`src/rtl/cring_pkg.sv`:
```
package cring_pkg;
  localparam int STAT_W = 15;

  // bit 14 phase, 13 last, 12 frag, 11 l4 err, 10 l3 err, 9:5 l4, 4:0 l3
  typedef struct packed {
    logic       phase;
    logic       last;
    logic       frag;
    logic       l4_err;
    logic       l3_err;
    logic [4:0] l4_proto;
    logic [4:0] l3_proto;
  } cstat_t;

  typedef enum logic [1:0] {ST_IDLE, ST_READ, ST_EVAL} st_e;
endpackage

```
`src/rtl/cring_ptr.sv`:
```
module cring_ptr #(
  parameter int DEPTH = 8,
  localparam int IDX_W = $clog2(DEPTH)
) (
  input  logic             clk_i,
  input  logic             rst_ni,
  input  logic             adv_i,
  output logic [IDX_W-1:0] slot_o,
  output logic [IDX_W-1:0] slot_nxt_o,
  output logic             phase_o
);
  logic [IDX_W-1:0] head_q;
  logic             phase_q;

  assign slot_o     = head_q;
  assign slot_nxt_o = head_q + IDX_W'(1);
  assign phase_o    = phase_q;

  always_ff @(posedge clk_i or negedge rst_ni) begin
    if (!rst_ni) begin
      head_q  <= '0;
      phase_q <= 1'b1;
    end else if (adv_i) begin
      head_q <= slot_nxt_o;
      if (slot_nxt_o == '0) phase_q <= ~phase_q;
    end
  end

  p_phase_wrap_r3: assert property (@(posedge clk_i) disable iff (!rst_ni)
    (adv_i && slot_o == IDX_W'(DEPTH-1)) |=> (phase_o != $past(phase_o)));
  p_phase_hold_r3: assert property (@(posedge clk_i) disable iff (!rst_ni)
    (adv_i && slot_o != IDX_W'(DEPTH-1)) |=> $stable(phase_o));
  p_head_hold_r2: assert property (@(posedge clk_i) disable iff (!rst_ni)
    !adv_i |=> $stable(slot_o));
endmodule

```
`src/rtl/cring_acc.sv`:
```
module cring_acc #(
  parameter int IDX_W  = 3,
  parameter int CNT_W  = 16,
  parameter int HEAD_W = 16
) (
  input  logic              clk_i,
  input  logic              rst_ni,
  input  logic              adv_i,
  input  logic              close_i,
  input  logic              stop_i,
  input  logic [CNT_W-1:0]  max_i,
  input  logic [IDX_W-1:0]  next_slot_i,
  output logic              fits_o,
  output logic              pkt_vld_o,
  output logic              err_o,
  output logic [IDX_W-1:0]  first_o,
  output logic [CNT_W-1:0]  cnt_o,
  output logic [HEAD_W-1:0] sq_o
);
  logic [CNT_W-1:0]  carry_q, run_q, total;
  logic [IDX_W-1:0]  start_q;

  assign total  = carry_q + run_q + CNT_W'(1);
  assign fits_o = total <= max_i;

  always_ff @(posedge clk_i or negedge rst_ni) begin
    if (!rst_ni) begin
      carry_q   <= '0;
      run_q     <= '0;
      start_q   <= '0;
      pkt_vld_o <= 1'b0;
      err_o     <= 1'b0;
      first_o   <= '0;
      cnt_o     <= '0;
      sq_o      <= '0;
    end else begin
      pkt_vld_o <= 1'b0;
      err_o     <= 1'b0;
      if (stop_i) begin
        carry_q <= carry_q + run_q;
        run_q   <= '0;
      end else if (close_i) begin
        carry_q <= '0;
        run_q   <= '0;
        start_q <= next_slot_i;
        first_o <= start_q;
        cnt_o   <= total;
        if (fits_o) begin
          pkt_vld_o <= 1'b1;
          sq_o      <= sq_o + HEAD_W'(total);
        end else begin
          err_o <= 1'b1;
        end
      end else if (adv_i) begin
        run_q <= run_q + CNT_W'(1);
      end
    end
  end

  p_sq_step_r9: assert property (@(posedge clk_i) disable iff (!rst_ni)
    pkt_vld_o |-> (sq_o == $past(sq_o) + HEAD_W'(cnt_o)));
  p_err_sq_r7: assert property (@(posedge clk_i) disable iff (!rst_ni)
    err_o |-> $stable(sq_o));
  p_err_over_r7: assert property (@(posedge clk_i) disable iff (!rst_ni)
    err_o |-> (cnt_o > $past(max_i)));
endmodule

```
`src/rtl/cring_gather.sv`:
```
module cring_gather
  import cring_pkg::*;
#(
  parameter int DEPTH  = 8,
  parameter int CNT_W  = 16,
  parameter int HEAD_W = 16,
  parameter int LEN_W  = 16,
  parameter int RID_W  = 16,
  localparam int IDX_W = $clog2(DEPTH)
) (
  input  logic              clk_i,
  input  logic              rst_ni,
  input  logic              poll_i,
  input  logic [CNT_W-1:0]  max_bufs_i,
  output logic              rd_req_o,
  output logic [IDX_W-1:0]  rd_idx_o,
  input  logic [STAT_W-1:0] rd_status_i,
  input  logic [LEN_W-1:0]  rd_len_i,
  input  logic [RID_W-1:0]  rd_rid_i,
  input  logic [31:0]       rd_hash_i,
  output logic              busy_o,
  output logic              done_o,
  output logic              ent_vld_o,
  output logic [IDX_W-1:0]  ent_idx_o,
  output logic [LEN_W-1:0]  ent_len_o,
  output logic [RID_W-1:0]  ent_rid_o,
  output logic              pkt_vld_o,
  output logic              pkt_err_o,
  output logic [IDX_W-1:0]  pkt_first_o,
  output logic [CNT_W-1:0]  pkt_cnt_o,
  output logic [4:0]        l3_proto_o,
  output logic [4:0]        l4_proto_o,
  output logic              l3_csum_err_o,
  output logic              l4_csum_err_o,
  output logic              frag_o,
  output logic [31:0]       hash_o,
  output logic [HEAD_W-1:0] sq_comp_o
);
  st_e              st_q, st_d;
  cstat_t           stat;
  logic             hit, adv, close, stop, fits, exp_phase;
  logic [IDX_W-1:0] slot, slot_nxt;

  assign stat  = cstat_t'(rd_status_i);
  assign hit   = (st_q == ST_EVAL) && (stat.phase == exp_phase);
  assign adv   = hit;
  assign close = hit && stat.last;
  assign stop  = (st_q == ST_EVAL) && !hit;

  assign rd_req_o = (st_q == ST_READ);
  assign rd_idx_o = slot;
  assign busy_o   = (st_q != ST_IDLE);

  cring_ptr #(.DEPTH(DEPTH)) u_ptr (
    .clk_i, .rst_ni, .adv_i(adv),
    .slot_o(slot), .slot_nxt_o(slot_nxt), .phase_o(exp_phase)
  );

  cring_acc #(.IDX_W(IDX_W), .CNT_W(CNT_W), .HEAD_W(HEAD_W)) u_acc (
    .clk_i, .rst_ni,
    .adv_i(adv), .close_i(close), .stop_i(stop),
    .max_i(max_bufs_i), .next_slot_i(slot_nxt),
    .fits_o(fits), .pkt_vld_o(pkt_vld_o), .err_o(pkt_err_o),
    .first_o(pkt_first_o), .cnt_o(pkt_cnt_o), .sq_o(sq_comp_o)
  );

  always_comb begin
    st_d = st_q;
    unique case (st_q)
      ST_IDLE: if (poll_i) st_d = ST_READ;
      ST_READ: st_d = ST_EVAL;
      ST_EVAL: st_d = (hit && !stat.last) ? ST_READ : ST_IDLE;
      default: st_d = ST_IDLE;
    endcase
  end

  always_ff @(posedge clk_i or negedge rst_ni) begin
    if (!rst_ni) begin
      st_q      <= ST_IDLE;
      done_o    <= 1'b0;
      ent_vld_o <= 1'b0;
      ent_idx_o <= '0;
      ent_len_o <= '0;
      ent_rid_o <= '0;
    end else begin
      st_q      <= st_d;
      done_o    <= (st_q == ST_EVAL) && (st_d == ST_IDLE);
      ent_vld_o <= adv;
      if (adv) begin
        ent_idx_o <= slot;
        ent_len_o <= rd_len_i;
        ent_rid_o <= rd_rid_i;
      end
    end
  end

  // final-entry flags, good packets only
  always_ff @(posedge clk_i or negedge rst_ni) begin
    if (!rst_ni) begin
      l3_proto_o    <= '0;
      l4_proto_o    <= '0;
      l3_csum_err_o <= 1'b0;
      l4_csum_err_o <= 1'b0;
      frag_o        <= 1'b0;
      hash_o        <= '0;
    end else if (close && fits) begin
      l3_proto_o    <= stat.l3_proto;
      l4_proto_o    <= stat.l4_proto;
      l3_csum_err_o <= stat.l3_err;
      l4_csum_err_o <= stat.l4_err;
      frag_o        <= stat.frag;
      hash_o        <= rd_hash_i;
    end
  end

  p_one_rd_r11: assert property (@(posedge clk_i) disable iff (!rst_ni)
    rd_req_o |=> !rd_req_o);
  p_excl_r7: assert property (@(posedge clk_i) disable iff (!rst_ni)
    !(pkt_vld_o && pkt_err_o));
  p_flags_hold_r8: assert property (@(posedge clk_i) disable iff (!rst_ni)
    !$past(pkt_vld_o) && !pkt_vld_o |-> $stable(hash_o));
  p_ent_follow_r4: assert property (@(posedge clk_i) disable iff (!rst_ni)
    ent_vld_o |-> $past(st_q == ST_EVAL));
endmodule

```
`config.mk`:
```
export PLATFORM = sky130hd
export DESIGN_NAME = cring_gather
export DESIGN_NICKNAME = d
export VERILOG_FILES = /design/src/rtl/cring_pkg.sv /design/src/rtl/cring_ptr.sv /design/src/rtl/cring_acc.sv /design/src/rtl/cring_gather.sv
export SDC_FILE = /design/constraint.sdc
export NUM_CORES = 1
export LEC_CHECK = 0
export ABC_AREA = 1
export ABC_CLOCK_PERIOD_IN_PS = 7900
export BUFFER_PORTS_ARGS = -buffer_cell sky130_fd_sc_hd__clkbuf_2
export CORE_MARGIN = 8
export CORE_UTILIZATION = 30
export CTS_BUF_LIST = sky130_fd_sc_hd__clkbuf_4 sky130_fd_sc_hd__clkbuf_8
export CTS_CLUSTER_SIZE = 8
export DETAILED_ROUTE_END_ITERATION = 16
export PLACE_DENSITY = 0.47
export SYNTH_ARGS = -nofsm -noshare
export SYNTH_HDL_FRONTEND = slang
export SYNTH_HIERARCHICAL = 1
export SYNTH_SLANG_ARGS = --single-unit
```
`constraint.sdc`:
```
create_clock -name clk_i -period 7.9 [get_ports clk_i]
set_input_delay 1.185 -clock clk_i [delete_from_list [all_inputs] [get_ports clk_i]]
set_output_delay 1.185 -clock clk_i [all_outputs]
set_load 0.01 [all_outputs]
```
Word-level counts from Yosys, hierarchy flattened --
Cells that the tools add are included.
Storage, ports and cells: register bits after elaboration 160, latch bits 0, bits in writable memories 0, ROM bits 0, input bits 98, output and inout bits 124, word-level logic and storage cells 64, memories 0
Cells by class: $add $sub $neg 5, multipliers 0, divide/modulo/power cells 0, order comparisons 1, eq/ne operators 3, shifts and indexed selects 0, multiplexer cells 14, bitwise logic cells 2, reduce and logical (&&, ||, !) cells 17
Operators by type and width (number):
- 16-bit 2-to-1 mux | 5
- 16-bit by 1-bit adder with 16-bit output (second input constant) | 2
- 16-bit adder | 2
- 16-bit less-or-equal comparator | 1
- 1-bit 2-to-1 mux | 7
- 1-bit logical AND | 6
- 2-bit case mux with 3 select lines | 1
- 2-bit zero test | 2
- 2-bit AND reduction | 2
- 2-bit nonzero test | 2
- 3-bit by 1-bit adder with 3-bit output (second input constant) | 1
- 3-bit zero test | 1
- 3-bit AND reduction | 1
- 3-bit nonzero test | 1
- 2-bit by 1-bit == test with 1-bit output (second input constant) | 1
- 2-bit == test (second input constant) | 1
- 1-bit zero test | 2
- 2-bit 2-to-1 mux | 1
- 1-bit NOT | 2
- 1-bit == test | 1

Longest topological paths before layout --
Gate-level depths: netlist (run 1).
word-level depth 7, depth in mapped cells 28, mapped depth without buffers 27

Cells and area by module --
The synthesis (run 1) kept the hierarchy.
By module, submodules not included:
- cring_acc | instances 1, cells each 737, area each 5278.8 um^2, sequential area each 1801.7 um^2
- cring_gather | instances 1, cells each 372, area each 3353.2 um^2, sequential area each 2102.0 um^2
- cring_ptr | instances 1, cells each 26, area each 227.7 um^2, sequential area each 101.3 um^2

Worst setup path after synthesis (run 1) --
No wires, ideal clock.
kind flip-flop to flip-flop, from register u_acc.run_q[0], to register hash_o[0], setup time 0.119 ns, data arrival time 3.526 ns, required time 7.781 ns, slack 4.255 ns, stages on the path, launching flop included 24, path buffers 2, period minus slack after synthesis 3.645 ns, path through dfrtp_1 -> ha_1 -> fa_1 -> inv_1 -> nor3_4 -> nand3_2 -> nor2_4 -> nand4_2 -> nor2_2 -> nand2_1 -> nand2_2 -> nand2_1 -> ha_1 -> nand2_1 -> inv_1 -> nand3_1 -> nor3_1 -> nand2_1 -> nand2_1 -> buf_2 -> nand4_2 -> buf_2 -> nand2_1 -> nand2_1
Between the ends: word-level cells in the longest chain between the ends 4
RTL lines:
- from (decl) | RTL line cring_acc.sv:20 | logic [CNT_W-1:0] carry_q, run_q, total;
- from (signal assigned) | RTL line cring_acc.sv:55 | run_q <= run_q + CNT_W'(1);
- 16-bit adder | RTL line cring_acc.sv:23 | assign total = carry_q + run_q + CNT_W'(1);
- 16-bit by 1-bit adder with 16-bit output | RTL line cring_acc.sv:23
- net u_acc.total[15] | RTL line cring_acc.sv:20
- 16-bit less-or-equal comparator | RTL line cring_acc.sv:24 | assign fits_o = total <= max_i;
- net fits | RTL line cring_gather.sv:41 | logic hit, adv, close, stop, fits, exp_phase;
- 1-bit logical AND | RTL line cring_gather.sv:106 | end else if (close && fits) begin
- to (signal assigned) | RTL line cring_gather.sv:112 | hash_o <= rd_hash_i;
- to (decl) | RTL line cring_gather.sv:36 | output logic [31:0] hash_o,
The timed path passes the listed nets, and every way through them passes these cells. A chain may end at the register's enable or synchronous reset.

Worst setup path in the final report (run 1) --
from register u_acc.run_q[0], to register u_acc.sq_o[12]
Between the ends: word-level cells in the longest chain between the ends 4, elaborated cells between the ends (all ways) 5, those cells by class 3 x add/sub; 1 x order compare; 1 x reduce/logical
RTL lines:
- 16-bit adder | RTL line cring_acc.sv:23
- 16-bit by 1-bit adder with 16-bit output | RTL line cring_acc.sv:23
- net u_acc.total[12] | RTL line cring_acc.sv:20
- 16-bit less-or-equal comparator | RTL line cring_acc.sv:24
- net fits | RTL line cring_gather.sv:41
- 3-bit AND reduction (no line)
- to (signal assigned) | RTL line cring_acc.sv:50 | sq_o <= sq_o + HEAD_W'(total);
- to (decl) | RTL line cring_acc.sv:18 | output logic [HEAD_W-1:0] sq_o
The timed path passes the listed nets, and every way through them passes these cells.

==> flow_summary.yaml, run 1 <==
setup_path:
  crit_path_start_kind: "flop"
  cp_capture_type: "flop"
  timing.critical_path.mode_cell: "sky130_fd_sc_hd__nand2_1"
  worst-endpoint-required_ns: 8.29
  cp_slowest_cell: "sky130_fd_sc_hd__nand2_1"
  critical_path_arrival_ns: 5.79
  critical_path_cell_count: 22
  critical_path.max_stage_delay_ns: 0.56
  regToRegEndpoint: "u_acc/sq_o[12]$_DFFE_PN0P_"
  worstSetupEndpoint: "u_acc/sq_o[12]$_DFFE_PN0P_"
  rr_startpoint: "u_acc/run_q[0]$_DFFE_PN0P_"
  worst_path_fanout_max: 34
  sum_of_buffers_and_inverters_on_the_critical_path: 3
  reg2reg_depth: 22
  r2r_slack_ns: 2.50
  worstSetupStartpoint: "u_acc/run_q[0]$_DFFE_PN0P_"
  timing.setup.critical_path_class: "reg -> reg"
  cell_chain_of_the_critical_path: "ha_1 -> fa_1 -> nand2_2 -> nand2_1 -> nand3_1 -> nand3_1 -> nand2_1 -> nand2_1 -> nor3_1 -> nand4_1 -> xor2_1 -> inv_1 -> ha_1 -> nand3_1 -> nor3_1 -> nand2_1 -> nand2_1 -> buf_4 -> nand2_1 -> inv_1 -> nand2_1 -> o21ai_0"
  family_with_the_most_delay_on_the_worst_path: "simple AND/OR/NAND/NOR gates"
power_and_ir_drop:
  pwr-share-seq_pct: 36.7
  power_frac_comb_pct: 46.6
  powerDensity_mw_per_mm2: 342.5
  p_sw_mw: 1.677
  max_vdd_drop_uv: 145.4
  clockPowerShare_pct: 16.7
  leakagePower_nw: 6.007
  intPower_mw: 2.011
  power.share.switching_pct: 45.48
clock_network:
  tritoncts: "done"
  clock_transition_at_the_register_clock_pins_on_the_worst_setup_and_hold_paths_after_cts_ns: 0.10
  cts-root-buf: "sky130_fd_sc_hd__clkbuf_8"
  clkSinkCount: 160
  cts.hold.buffers_added: 0
  worstSkewPairLatency_ns: 0.47
  clock_tree.buffer_depth: 2
  numCtsBuffers: 17
  post-cts-setup-buffer-count: 0
  ctsHtreeMaxLevel: 4
  cts_resized: 0
route:
  wirelength_um: 26890
  wl_met1_um: 12530
  wire_per_inst_um: 15.35
  routed_via_density: 4.520
  ant_nets: 0
  met3_wirelength_um: 881
  first_pass_iters: 4
  met2WireLength_um: 13080
  drc_errors: 0
  routed-via-count: 7919
  drt_iter0_markers: 374
  top_layer_used: "met4"
layout:
  nFillCells: 3194
  antenna_cells: 0
  final_core_utilization_pct: 36.72
  layout-area-overhead-vs-synth_pct: 21.54
  mostFrequentLayoutCells: "438 x sky130_fd_sc_hd__nand2_1, 220 x sky130_fd_sc_hd__clkbuf_2, 159 x sky130_fd_sc_hd__dfrtp_1, 126 x sky130_fd_sc_hd__inv_1, 57 x sky130_fd_sc_hd__nand4_1"
  leading_cell_type_in_the_layout_fill_and_taps_excluded: "sky130_fd_sc_hd__nand2_1"
  design.final.nets: 1499
  drive_above_1_share_pct: 21.81
synth:
  synth.ff_latch_count: 160
  post_synth_num_cell_types: 39
  post_synth_instance_area_sq_mm: 0.008860
  postSynthNetCount: 1285
  ys_warn_count: 6
  yosysSeqAreaShare_pct: 45.21
  syn_avg_cell_area_sq_um: 7.806
  synth_cells: 1135
min_path:
  worst_hold_path_type: "reg -> reg"
sta:
  min_period_over_period_pct: 68.39
  slew_headroom_pct: 32.89
  clock-skew-final_ns: 0.02708
  period_needed_ns: 5.403
  timing_hold_violations_final: 0
  totalNegativeSetupSlack_ns: 0
  worst_pin_slew_ns: 1.006
  final_report_max_slew_violation_count: 0
  setup_violations: 0
  clock.fmax_mhz: 185.1
  rsz_0062_raised_after_global_routing: "false"
place:
  gp_routability_congestion: 0.8196
  port-buffer-count: 221
  post-dp-hpwl_um: 20600
run_status:
  status: "completed"
global_routing:
  grt_first_pass_wirelength_um: 43700
  grt_use_total_pct: 15.24
  grt_max_degree: 93
  antenna_found_initial: 0
  first_global_vias: 7996
  grt_overflow: 0
die:
  die_h_um: 187.9
  die_width_um: 187.9
  die_area_sq_mm: 0.03529
  initial_utilization_pct: 30.21
  num_io_pins: 222
  design.core.area_sq_mm: 0.02932
  placementRows: 63
flow_run:
  cap_viol_max_count: 0
## registers in the layout, indices dropped and copies added, names as in the netlist, 3 cells and up
register       count
ent_len_o         16
l3_proto_o         5
l4_proto_o         5
u_ptr/slot_o       3
u_acc/run_q       16
u_acc/cnt_o       16
u_acc/first_o      3
u_acc/carry_q     16
hash_o            32
u_acc/start_q      3
u_acc/sq_o        16
ent_idx_o          3
ent_rid_o         16
## routing by layer
layer  global-route usage, %  vias up
met5                       0        -
met3                   3.065       17
met1                   19.68     3685
li1                        -     4075
met4                   4.212        0
met2                   25.53      142
## layout make-up
type / count / area, sq um / share of cell area [%]
clock buffer: 18 / 241.5 / 2.243
tap: 390 / 488.0 / 4.532
clock inverter: 14 / 162.7 / 1.511
multi-input combinational: 809 / 4203 / 39.03
timing repair buffer: 229 / 1172 / 10.89
sequential: 160 / 4005 / 37.20
inverter: 132 / 495.5 / 4.601
## metrics by stage
stage               cell area, sq um  total power, mW  worst slack, ns  hold WS (ns)  instances
finish                         10770            3.688            2.497        0.4707       1752
detailed placement             10360            3.120            2.433        0.4560       1720
global placement               10360            3.108            2.499        0.4518       1720
floorplan                       8860            2.432            4.255        0.4422       1135
CTS                            10770            3.763            2.405        0.4722       1752
global route                   10770            4.035            1.855        0.4907       1752
## power by group through the flow
stage / clock network (mW) / registers [mW] / logic (mW)
after global placement: 0 / 1.37 / 1.74
after global routing: 0.682 / 1.40 / 1.95
after CTS: 0.649 / 1.36 / 1.76
after detailed placement: 0 / 1.37 / 1.75
after floorplan: 0 / 1.46 / 0.968
final: 0.616 / 1.35 / 1.72
## logic make-up after synthesis
kind of cell | after synthesis | synth area share, %
simple gates | 620 | 30.66
buf+inv | 166 | 7.358
mux | 1 | 0.1271
flops | 160 | 45.21
xor+xnor | 23 | 2.274
fa+ha+maj | 52 | 7.513
compound gates | 113 | 6.864
## synthesized netlist by cell type
library cell	n	area share [%]
sky130_fd_sc_hd__mux2_2	1	0.13
sky130_fd_sc_hd__nor2_2	4	0.28
sky130_fd_sc_hd__ha_1	50	7.1
sky130_fd_sc_hd__nand4_2	4	0.56
sky130_fd_sc_hd__nand2_1	438	19
sky130_fd_sc_hd__nor2_1	44	1.9
sky130_fd_sc_hd__o21bai_1	1	0.085
sky130_fd_sc_hd__o21ai_0	52	2.9
sky130_fd_sc_hd__nand3_1	39	2.2
sky130_fd_sc_hd__nand4_1	57	4.0
sky130_fd_sc_hd__nand2_2	8	0.56
sky130_fd_sc_hd__a211oi_1	3	0.25
sky130_fd_sc_hd__o21a_1	3	0.25
sky130_fd_sc_hd__a21oi_1	42	2.4
sky130_fd_sc_hd__clkinv_1	1	0.042
sky130_fd_sc_hd__nand3b_1	1	0.085
sky130_fd_sc_hd__nor2_8	1	0.23
sky130_fd_sc_hd__o21ai_1	4	0.23
sky130_fd_sc_hd__clkbuf_1	16	0.68
sky130_fd_sc_hd__inv_1	126	5.3
sky130_fd_sc_hd__o221a_1	1	0.13
sky130_fd_sc_hd__a21o_1	1	0.085
sky130_fd_sc_hd__a31oi_1	3	0.21
sky130_fd_sc_hd__a221o_1	1	0.11
sky130_fd_sc_hd__nor2_4	3	0.38
sky130_fd_sc_hd__and2_1	2	0.14
sky130_fd_sc_hd__buf_6	1	0.13
sky130_fd_sc_hd__dfstp_2	1	0.30
sky130_fd_sc_hd__buf_2	17	0.96
sky130_fd_sc_hd__dfrtp_1	159	45
sky130_fd_sc_hd__nand3_2	4	0.45
sky130_fd_sc_hd__nor3_4	2	0.37
sky130_fd_sc_hd__xor2_1	12	1.2
sky130_fd_sc_hd__xnor2_1	11	1.1
sky130_fd_sc_hd__inv_2	5	0.21
sky130_fd_sc_hd__o2111ai_1	2	0.20
sky130_fd_sc_hd__nor3_1	10	0.56
sky130_fd_sc_hd__nand2_4	3	0.38
sky130_fd_sc_hd__fa_1	2	0.45
## worst min-delay path by stage
stage	slack (ns)	start	endpoint	cells past startpoint
floorplan	0.44	u_acc/start_q[0]$_DFFE_PN0P_	u_acc/start_q[0]$_DFFE_PN0P_	2
global placement	0.45	st_q[1]$_DFF_PN0_	st_q[1]$_DFF_PN0_	1
detailed placement	0.46	st_q[1]$_DFF_PN0_	st_q[1]$_DFF_PN0_	1
CTS	0.47	st_q[1]$_DFF_PN0_	st_q[1]$_DFF_PN0_	1
global route	0.49	st_q[1]$_DFF_PN0_	st_q[1]$_DFF_PN0_	1
finish	0.47	st_q[1]$_DFF_PN0_	st_q[1]$_DFF_PN0_	1
Note: power is estimated with default switching activity, not from simulation.
==> run 2, diff against run 1 <==
- ABC_AREA: 1 -> 0
- ABC_CLOCK_PERIOD_IN_PS: 7900 -> 4750
- PLACE_DENSITY: 0.47 -> 0.49
- clock period: 7.9 -> 4.75 ns (I/O delays scaled with it)
==> flow_summary.yaml, run 2 <==
run_status:
  status: "finished with violations"
  violated_checks: "setup timing"
clock_network:
  cts-root-buf: "sky130_fd_sc_hd__clkbuf_8"
  clock_transition_at_the_register_clock_pins_on_the_worst_setup_and_hold_paths_after_cts_ns: 0.10
  numCtsBuffers: 17
  worstSkewPairLatency_ns: 0.47
  clkSinkCount: 160
  ctsHtreeMaxLevel: 4
  tritoncts: "done"
  cts.hold.buffers_added: 0
  clock_tree.buffer_depth: 2
synth:
  synth.most_common_cell: "sky130_fd_sc_hd__dfrtp_1"
  postSynthNetCount: 879
  synth_cells: 729
  dominant_combinational_cell_family_by_area_after_synthesis: "multiplexers"
  post_synth_instance_area_sq_mm: 0.008528
  synth_adder_area_share_pct: 7.805
  yosys.area.top_type: "sky130_fd_sc_hd__dfrtp_1"
  ys_top_cells_by_area: "sky130_fd_sc_hd__dfrtp_1 47%, sky130_fd_sc_hd__ha_1 7.3%, sky130_fd_sc_hd__mux2_4 7.0%"
  synth_enable_flop_cells: 0
  synth-compound-area-share_pct: 11.16
  post_synth_num_cell_types: 74
  yosys.area_share.xor_xnor_pct: 5.311
  synth_ff_type: "sky130_fd_sc_hd__dfrtp_1"
  yosysSeqAreaShare_pct: 46.96
  synth_async_sr_flop_share_pct: 100.0
  synth.area.mux_share_pct: 14.39
  synth.ff_latch_count: 160
  synth.top_cell.area_share_pct: 46.65
  post_synth_and_or_nand_nor_area_fraction_pct: 10.74
  syn_avg_cell_area_sq_um: 11.70
  ys_warn_count: 6
  synth_common_cells: "159 x sky130_fd_sc_hd__dfrtp_1, 81 x sky130_fd_sc_hd__nand2_1, 50 x sky130_fd_sc_hd__ha_1, 48 x sky130_fd_sc_hd__mux2_2"
die:
  die_area_sq_mm: 0.03408
  die_h_um: 184.6
  num_io_pins: 222
  design.core.area_sq_mm: 0.02786
  placementRows: 61
  initial_utilization_pct: 30.61
  die_width_um: 184.6
sta:
  totalNegativeSetupSlack_ns: -0.02904
  clock.fmax_mhz: 209.8
  rsz_0062_raised_after_global_routing: "true"
  period_needed_ns: 4.767
  min_period_over_period_pct: 100.4
  timing_hold_violations_final: 0
  worst_slack_ns: -0.01700
  final.hold.worst_slack_ns: 0.3421
  clock-skew-final_ns: 0.02550
  slew_headroom_pct: 36.30
  worst_pin_slew_ns: 0.9556
  setup_violations: 3
  final_report_max_slew_violation_count: 0
layout:
  drive_above_1_share_pct: 43.98
  final_cell_count_no_fill: 1408
  design.final.nets: 1168
  top_register: "hash_o"
  largest_register_ff_count: 32
  leading_cell_type_in_the_layout_fill_and_taps_excluded: "sky130_fd_sc_hd__clkbuf_2"
  antenna_cells: 0
  mostFrequentLayoutCells: "220 x sky130_fd_sc_hd__clkbuf_2, 159 x sky130_fd_sc_hd__dfrtp_1, 78 x sky130_fd_sc_hd__nand2_1, 66 x sky130_fd_sc_hd__buf_4, 49 x sky130_fd_sc_hd__ha_1"
  layout-area-overhead-vs-synth_pct: 28.65
setup_path:
  worst-endpoint-required_ns: 5.10
  cp_capture_type: "flop"
  crit_path_start_kind: "flop"
  timing.setup.critical_path_class: "reg -> reg"
  worst_path_fanout_max: 20
  critical_path_arrival_ns: 5.11
route:
  routed_via_density: 4.569
  wire_per_inst_um: 17.08
  first_pass_iters: 4
  ant_nets: 0
  wirelength_um: 24050
  drt_iter0_markers: 260
  drc_errors: 0
  routed-via-count: 6433
global_routing:
  grt_use_total_pct: 14.04
  grt_first_pass_wirelength_um: 37450
  gr-usage-met2_pct: 23.82
  global_route.usage.met3_pct: 3.032
  antenna_found_initial: 0
  grt_util_met1_pct: 17.60
  grt_overflow: 0
  grt_max_degree: 98
  first_global_vias: 6674
  grt-busiest-layer: "met2"
place:
  dpl.cell_count: 1372
  port-buffer-count: 221
  post-dp-hpwl_um: 18710
  gp_routability_congestion: 0.7889
min_path:
  worst_hold_path_type: "in -> async"
power_and_ir_drop:
  max_vdd_drop_uv: 275.5
  leakagePower_nw: 5.762
  power.total_mw: 5.230
  powerDensity_mw_per_mm2: 476.6
flow_run:
  cap_viol_max_count: 0
-- run 2: cell type report --
| type | count | area, sq um |
|---|---|---|
| timing repair buffer | 290 | 1659 |
| clock inverter | 14 | 158.9 |
| tap | 378 | 473.0 |
| sequential | 160 | 4005 |
| clock buffer | 17 | 234.0 |
| multi-input combinational | 515 | 4314 |
| inverter | 34 | 127.6 |
| fill | 2797 | 16890 |
-- run 2: final timing paths --
check,slack (ns),depth (start not counted),endpoint,startpoint
max,-0.02,19,l4_csum_err_o$_DFFE_PN0P_,u_acc/carry_q[0]$_DFFE_PN0P_
min,0.34,1,l3_csum_err_o$_DFFE_PN0P_,rst_ni
max reg2reg,-0.02,19,l4_csum_err_o$_DFFE_PN0P_,u_acc/carry_q[0]$_DFFE_PN0P_
min reg2reg,0.47,1,st_q[1]$_DFF_PN0_,st_q[1]$_DFF_PN0_
max in group asynchronous,3.34,2,u_acc/carry_q[0]$_DFFE_PN0P_,rst_ni
min in group clk_i,0.45,2,ent_rid_o[13]$_DFFE_PN0N_,rd_rid_i[13]
-- run 2: report_power, final --
| part | internal (mW) | total [mW] | leakage [nW] | switching, mW |
|---|---|---|---|---|
| logic | 1.07 | 2.12 | 3.51 | 1.05 |
| clock network | 0.477 | 1.05 | 0.204 | 0.572 |
| registers | 1.81 | 2.06 | 2.05 | 0.256 |
| total | 3.36 | 5.23 | 5.76 | 1.87 |
-- run 2: per-stage QoR --
step                      utilization, %  cell area (sq um)  setup slack, ns
after floorplan                        -               8528          0.06088
after global placement             37.48              10440          -0.1531
after detailed placement           37.48              10440          -0.2119
after CTS                          39.13              10900         0.007530
after global routing               39.38              10970          -0.2063
final                              39.38              10970         -0.01700
-- run 2: timing repair --
item | 4_1_cts | 5_1_grt
buffers inserted | 2 | 3
pin swaps | 2 | 1
gates resized for setup | 12 | 11
setup endpoints to repair | 45 | 61
hold endpoints to repair | 0 | 0
-- run 2: logic make-up (layout without fill, tap and decap cells) --
family,after synthesis,after routing
DFF,160,160
muxes,96,96
adders and majority gates,52,52
xor gates and xnor gates,50,50
buffers and inverters,54,355
AOI/OAI and AO/OA,131,131
and+or+nand+nor,186,186
-- run 2: worst max-delay path, cell delays in order (launching register included) --
cell	delay [ns]
sky130_fd_sc_hd__dfrtp_1	0.40
sky130_fd_sc_hd__ha_2	0.20
sky130_fd_sc_hd__fa_2	0.35
sky130_fd_sc_hd__a211o_1	0.32
sky130_fd_sc_hd__a2111o_1	0.41
sky130_fd_sc_hd__o311ai_4	0.11
sky130_fd_sc_hd__nand4_4	0.17
sky130_fd_sc_hd__buf_6	0.15
sky130_fd_sc_hd__nor4_4	0.34
sky130_fd_sc_hd__buf_4	0.17
sky130_fd_sc_hd__nand4_2	0.11
sky130_fd_sc_hd__xnor2_2	0.23
sky130_fd_sc_hd__inv_1	0.06
sky130_fd_sc_hd__ha_1	0.29
sky130_fd_sc_hd__and4_1	0.21
sky130_fd_sc_hd__a41oi_2	0.15
sky130_fd_sc_hd__nand2_2	0.14
sky130_fd_sc_hd__and4_4	0.28
sky130_fd_sc_hd__buf_12	0.20
sky130_fd_sc_hd__mux2_2	0.35
-- run 2: routing by layer --
metal | routed length [um] | share of wire (%)
met1 | 10400 | 43
met2 | 12100 | 50
met3 | 1097 | 4.6
met4 | 448 | 1.9
met5 | 0 | 0
